File: src/rtl/swa_pkg.sv
package swa_pkg;
    typedef enum logic {
        SLIP_LOW  = 1'b0,
        SLIP_HIGH = 1'b1
    } slip_state_e;
endpackage

File: src/rtl/swa_slip_fsm.sv
module swa_slip_fsm
    import swa_pkg::*;
(
    input  logic clk_i,
    input  logic rst_i,
    input  logic slip_i,
    output logic pulse_o
);
    slip_state_e state_q, state_d;

    // Next-state logic: ARM and REARM transitions.
    always_comb begin
        state_d = state_q;
        unique case (state_q)
            SLIP_LOW:  if (slip_i)  state_d = SLIP_HIGH;
            SLIP_HIGH: if (!slip_i) state_d = SLIP_LOW;
            default:   state_d = SLIP_LOW;
        endcase
    end

    always_ff @(posedge clk_i) begin
        if (rst_i) state_q <= SLIP_LOW;
        else       state_q <= state_d;
    end

    // Output logic: one pulse per ARM transition.
    always_comb begin
        pulse_o = 1'b0;
        unique case (state_q)
            SLIP_LOW:  pulse_o = slip_i;
            SLIP_HIGH: pulse_o = 1'b0;
            default:   pulse_o = 1'b0;
        endcase
    end
endmodule

File: src/rtl/swa_offset_ctr.sv
module swa_offset_ctr #(
    parameter int DW   = 8,
    localparam int OFFW = $clog2(DW)
) (
    input  logic            clk_i,
    input  logic            rst_i,
    input  logic            step_i,
    output logic [OFFW-1:0] off_o
);
    localparam logic [OFFW-1:0] OFF_LAST = OFFW'(DW - 1);

    logic [OFFW-1:0] off_q;

    always_ff @(posedge clk_i) begin
        if (rst_i)
            off_q <= '0;
        else if (step_i)
            off_q <= (off_q == OFF_LAST) ? '0 : off_q + 1'b1;
    end

    assign off_o = off_q;
endmodule

File: src/rtl/swa_realign.sv
module swa_realign #(
    parameter int DW   = 8,
    localparam int OFFW = $clog2(DW),
    localparam int HW   = 2 * DW
) (
    input  logic            clk_i,
    input  logic            rst_i,
    input  logic [DW-1:0]   data_i,
    input  logic [OFFW-1:0] off_i,
    output logic [DW-1:0]   word_o
);
    logic [HW-1:0] hist_q;

    always_ff @(posedge clk_i) begin
        if (rst_i) hist_q <= '0;
        else       hist_q <= {hist_q[DW-1:0], data_i};
    end

    // Each output bit is one wide mux over the history window.
    for (genvar gi = 0; gi < DW; gi++) begin : g_bit
        always_comb begin
            word_o[gi] = hist_q[DW + gi - int'(off_i)];
        end
    end
endmodule

File: src/rtl/swa_matcher.sv
module swa_matcher #(
    parameter int DW  = 8,
    localparam int PW = 2 * DW
) (
    input  logic          clk_i,
    input  logic          rst_i,
    input  logic [DW-1:0] word_i,
    input  logic [PW-1:0] pattern_i,
    output logic          detect_o
);
    logic [DW-1:0] prev_q;
    logic          det_q;

    always_ff @(posedge clk_i) begin
        if (rst_i) begin
            prev_q <= '0;
            det_q  <= 1'b0;
        end else begin
            prev_q <= word_i;
            det_q  <= ({prev_q, word_i} == pattern_i);
        end
    end

    assign detect_o = det_q;
endmodule

File: src/rtl/slip_word_aligner.sv
module slip_word_aligner #(
    parameter int DW   = 8,
    localparam int OFFW = $clog2(DW),
    localparam int PW   = 2 * DW
) (
    input  logic            clk_i,
    input  logic            rst_i,
    input  logic [DW-1:0]   data_i,
    input  logic            slip_i,
    input  logic [PW-1:0]   pattern_i,
    output logic [DW-1:0]   word_o,
    output logic            detect_o,
    output logic [OFFW-1:0] slip_off_o
);
    logic            slip_pulse;
    logic [OFFW-1:0] off;

    swa_slip_fsm u_fsm (
        .clk_i   (clk_i),
        .rst_i   (rst_i),
        .slip_i  (slip_i),
        .pulse_o (slip_pulse)
    );

    swa_offset_ctr #(.DW(DW)) u_ctr (
        .clk_i  (clk_i),
        .rst_i  (rst_i),
        .step_i (slip_pulse),
        .off_o  (off)
    );

    swa_realign #(.DW(DW)) u_realign (
        .clk_i  (clk_i),
        .rst_i  (rst_i),
        .data_i (data_i),
        .off_i  (off),
        .word_o (word_o)
    );

    swa_matcher #(.DW(DW)) u_match (
        .clk_i     (clk_i),
        .rst_i     (rst_i),
        .word_i    (word_o),
        .pattern_i (pattern_i),
        .detect_o  (detect_o)
    );

    assign slip_off_o = off;
endmodule

File: config.mk
export PLATFORM = sky130hd
export DESIGN_NAME = slip_word_aligner
export DESIGN_NICKNAME = d
export VERILOG_FILES = /design/src/rtl/swa_pkg.sv /design/src/rtl/swa_slip_fsm.sv /design/src/rtl/swa_offset_ctr.sv /design/src/rtl/swa_realign.sv /design/src/rtl/swa_matcher.sv /design/src/rtl/slip_word_aligner.sv
export SDC_FILE = /design/constraint.sdc
export NUM_CORES = 1
export LEC_CHECK = 0
export BUFFER_PORTS_ARGS = -buffer_cell sky130_fd_sc_hd__buf_2
export CORE_UTILIZATION = 54
export DETAILED_ROUTE_END_ITERATION = 10
export HOLD_SLACK_MARGIN = 0.15
export PLACE_DENSITY = 0.76
export SYNTH_ARGS = -nofsm -noshare
export SYNTH_HDL_FRONTEND = slang
export SYNTH_SLANG_ARGS = --single-unit
File: constraint.sdc
create_clock -name clk_i -period 3.7 [get_ports clk_i]
set_input_delay 0.74 -clock clk_i [delete_from_list [all_inputs] [get_ports clk_i]]
set_output_delay 0.74 -clock clk_i [all_outputs]
set_load 0.01 [all_outputs]
### Word-level counts from Yosys, hierarchy flattened

Cells that the tools add are included.

* register bits: 29
* latch bits: 0
* bits in writable memories: 0
* ROM bits: 0
* memories: 0

* add/sub/neg operators: 9
* $mul: 0
* div/mod/pow operators: 0
* $lt $le $gt $ge: 8
* equality and inequality tests: 2
* shift-type cells: 0
* mux-type cells: 27
* bitwise logic cells: 1
* reduce and logical (&&, ||, !) cells: 0

Operators with widths (count)
* $lt 32x6->1 const B: 8
* $sub 4x3->5 const A: 8
* $bmux 1 s4: 8
* $mux 1: 17
* $eq 16x16->1: 1
* $add 3x1->3 const B: 1
* $eq 3x3->1 const B: 1
* $mux 3: 1
* $pmux 1 s2: 1
* $not 1->1: 1

### Logic depth before layout (Yosys ltp)

* depth in word-level cells: 5
* mapped depth: 11
* mapped depth without buffers: 8

### Hierarchy

Synthesis repeated with hierarchy kept, for this count alone.

* cells, all modules: 154
* area, all modules: 1878.1 µm²

By module, submodules not included
* swa_realign: instances 1, cells an instance 99, area each 1278.7 µm², sequential area each 320.3 µm²
* swa_matcher: instances 1, cells an instance 39, area each 410.4 µm², sequential area each 180.2 µm²
* swa_offset_ctr: instances 1, cells an instance 13, area each 141.4 µm², sequential area each 60.1 µm²
* swa_slip_fsm: instances 1, cells an instance 3, area each 47.5 µm², sequential area each 20.0 µm²

### Least setup slack after synthesis

OpenSTA, ideal clock, no wires.

* path kind: reg-to-output
* from: register u_ctr.off_q[1], in the netlist u_ctr.off_o[1]
* to: output port word_o[0]
* arrival: 2326 ps
* data required time: 2960 ps
* path slack: 634 ps
* cell stages (with the launch flop): 6
* path buffers: 0
* cell sequence: dfxtp_1 > clkinv_1 > ha_1 > mux4_1 > mux2_2 > mux2_4

* cells in the longest elaborated chain, start to end: 4

Ends and longest elaborated chain
* start: declaration: RTL line swa_offset_ctr.sv:12 `logic [OFFW-1:0] off_q;`
* start signal: assignment: RTL line swa_offset_ctr.sv:18 `off_q <= (off_q == OFF_LAST) ? '0 : off_q + 1'b1;`
* $sub 4x3->5: RTL line swa_realign.sv:22 `word_o[gi] = hist_q[DW + gi - int'(off_i)];`
* $bmux 1 s4: RTL line swa_realign.sv:22
* $mux 1 (not written as such) (2 in series): RTL line swa_realign.sv:22
* end: declaration: RTL line slip_word_aligner.sv:11 `output logic [DW-1:0] word_o,`

No other way between the ends. The select of a mux whose other input is x is not followed.

### Final worst setup path

* from: register u_ctr.off_q[1], in the netlist u_ctr.off_o[1]
* to: output port word_o[4]

The elaborated chain is that of the path after synthesis.

==> impl_metrics.yaml <==
min_path:
  hold_path_class: "register to register"
logic_synthesis:
  synth_xor_xnor_area_share_pct: 9.164
  yosysTopAreaCell: "dfxtp_1"
  synth_top_area_share_pct: 31.04
  synthCells: 158
  synth_fp_nets: 193
  ys_seq_area_share_pct: 31.04
  netlist_area_um2: 1871
  synth-seq-cells: 29
  synth-compound-area-share_pct: 3.077
  synth-adder-area-share_pct: 5.351
  synthSimpleGateAreaFrac_pct: 15.25
  yosysWarnings: 0
  muxShareOfSynthArea_pct: 31.51
  avgSynthCellArea_um2: 11.84
  synth_top_family_by_area: "multiplexers"
  yosys-top-cells-area: "dfxtp_1 (31%), mux4_2 (18%), nor2b_1 (8.4%)"
  synth_cell_types: 32
worst_setup_path:
  crit_chain: "clkinv_1 -> ha_1 -> buf_4 -> mux4_1 -> mux2i_1 -> o21ai_1 -> a21boi_1 -> buf_2"
  cp-startpoint: "u_ctr.off_o[1]"
  cp_top_family: "multiplexers"
  critPathBufInv: 3
  max_stage_delay_ns: 0.55
  cp.required_ns: 2.96
  rrSetupSlack_ns: 1.08
  cp-start-kind: "register"
  crit_end: "word_o[4]"
  worstRegToRegCells: 8
  crit_arrival_ns: 2.68
  r2r-end: "u_match.detect_o"
  crit_type: "register to primary output"
  end_kind: "primary output"
  cp_num_cells: 8
  reg2reg_from: "u_ctr.off_o[1]"
  cp_slowest_cell: "mux4_1"
  path_max_fanout: 8
clock_tree:
  clock_latency_ns: 0.32
  numCtsBuffers: 5
  path_clk_slew_ns: 0.08
  cts-resized-gates: 0
  htree_levels: 2
  root_buffer: "clkbuf_4"
  clock_path_buffers: 2
  cts_tree: "yes"
  postCtsHoldBufs: 0
  post_cts_buffers: 0
  numClockSinks: 29
global_routing:
  grt.overflow.total: 0
  grt_pass1_wl_um: 6072
  grt_pass1_vias: 1349
  antenna_found_initial: 0
  grt.total_usage_pct: 23.25
  grt_max_degree: 30
floorplan:
  die-area_um2: 3703
  die_y_um: 60.86
  start_util_pct: 56.06
  die_w_um: 60.86
  ioPinCount: 39
  fp.coreArea_um2: 3337
  num_rows: 21
final_layout:
  area_delta_synth_final_pct: 15.99
  fillCellCount: 273
  layout_common_cells: "buf_2 (38), dfxtp_1 (29), nor2b_1 (25)"
  drive_above_1_share_pct: 35.68
  finalNetCount: 233
  diodes: 0
  final_common_cell: "buf_2"
place:
  globalplace.congestion: 0.9003
  dp_hpwl_um: 2958
  io_buffers: 38
route:
  routed_wl_um: 3766
  vias_per_cell: 5.682
  drtIter0Drc: 50
  dr.pass1.iters: 4
  antenna_left: 0
  drc: 0
  via_count: 1392
  wl_per_cell_um: 15.37
run_status:
  status: "finished clean"
timing:
  hold_violations: 0
  drv_slew: 0
  period_share_pct: 92.54
  finalCriticalPeriod_ns: 3.424
  setup_viol: 0
  tns_ns: 0
  tightest_slew_ns: 0.5123
  timing.fmax_mhz: 292.1
  slew_headroom_pct: 65.84
  rsz0062_at_grt: "no"
  finClkSkew_ns: 0.009367
pwr:
  ir_drop_mv: 0.2590
  leakage_nw: 0.9201
  p_per_area_nw_per_um2: 362.1
  total_power_uw: 785.7
job:
  maxCapViolCount: 0
## stage by stage
stage               setup WS, ns  cells  hold WS [ns]  area [um2]  utilization [%]
detailed placement        0.6291    237        0.5155        2085            62.47
global placement          0.7461    237        0.5101        2085            62.47
global route              0.1283    245        0.5559        2170            65.02
CTS                       0.2635    245        0.5281        2170            65.02
finish                    0.2760    245        0.5269        2170            65.02
floorplan                 0.6343    158        0.4754        1871                -
## state kept, by name, indices dropped and copies added, names as in the netlist
name / count
u_realign.hist_q: 16
u_match.prev_q: 8
u_ctr.off_o: 3
u_fsm.state_q: 1
u_match.detect_o: 1
## how the worst min path moves through the flow
| stage | from | to | slack (ns) | cells after the start |
|---|---|---|---|---|
| floorplan | u_realign.hist_q[2] | u_realign.hist_q[10] | 0.48 | 1 |
| global placement | u_realign.hist_q[4] | u_realign.hist_q[12] | 0.51 | 1 |
| detailed placement | u_realign.hist_q[7] | u_realign.hist_q[15] | 0.52 | 1 |
| CTS | u_realign.hist_q[7] | u_realign.hist_q[15] | 0.53 | 1 |
| global route | u_realign.hist_q[6] | u_realign.hist_q[14] | 0.56 | 1 |
| finish | u_realign.hist_q[7] | u_realign.hist_q[15] | 0.53 | 1 |
## report_power, final
group | internal, mW | switching, mW
registers | 0.327 | 0.0144
clock network | 0.161 | 0.106
logic | 0.0967 | 0.0804
total | 0.585 | 0.200
## cells in the mapped netlist (all sizes together)
cell type / count
dfxtp: 29
nor2b: 25
mux4: 18
mux2i: 13
xnor2: 9
ha: 8
xor2: 8
inv: 7
nand4: 6
buf: 5
nor2: 5
o211ai: 4
a21oi: 3
clkbuf: 3
mux2: 2
nand2b: 2
nor3: 2
nor4: 2
or4b: 2
a21boi: 1
clkinv: 1
nand3: 1
nor3b: 1
o21ai: 1
## metal layers
layer  vias up  global-route usage [%]  part of all wire, %
met2        64                   43.01                   53
met5         -                       0                    0
met4         0                   8.766                  1.3
met3         5                   5.970                  6.5
li1        660                       -                    -
met1       663                   25.44                   39
## final cells by class
class | instances | area, um2 | share of cell area (%)
well taps | 46 | 57.56 | 2.653
inverters | 8 | 30.03 | 1.384
flip-flops and latches | 29 | 580.6 | 26.76
repair buffers | 41 | 212.7 | 9.804
multi-input cells | 113 | 1204 | 55.48
clock buffers | 7 | 55.05 | 2.537
clock inverters | 1 | 30.03 | 1.384
## worst reg2reg max path, delay by kind of cell, from the launching register on
| kind | cells | cell delay, ns |
|---|---|---|
| muxes | 3 | 1.14 |
| DFF | 1 | 0.46 |
| and+or+nand+nor | 2 | 0.24 |
| buffers and inverters | 1 | 0.17 |
| adders and majority gates | 1 | 0.43 |
| xor gates and xnor gates | 1 | 0.13 |
## logic make-up after synthesis
| logic type | count (synthesis) |
|---|---|
| compound gates | 9 |
| xor+xnor | 17 |
| fa+ha+maj | 8 |
| buf+inv | 16 |
| flops | 29 |
| mux | 33 |
| simple gates | 46 |
No activity file was read; power rests on OpenSTA's default activity.
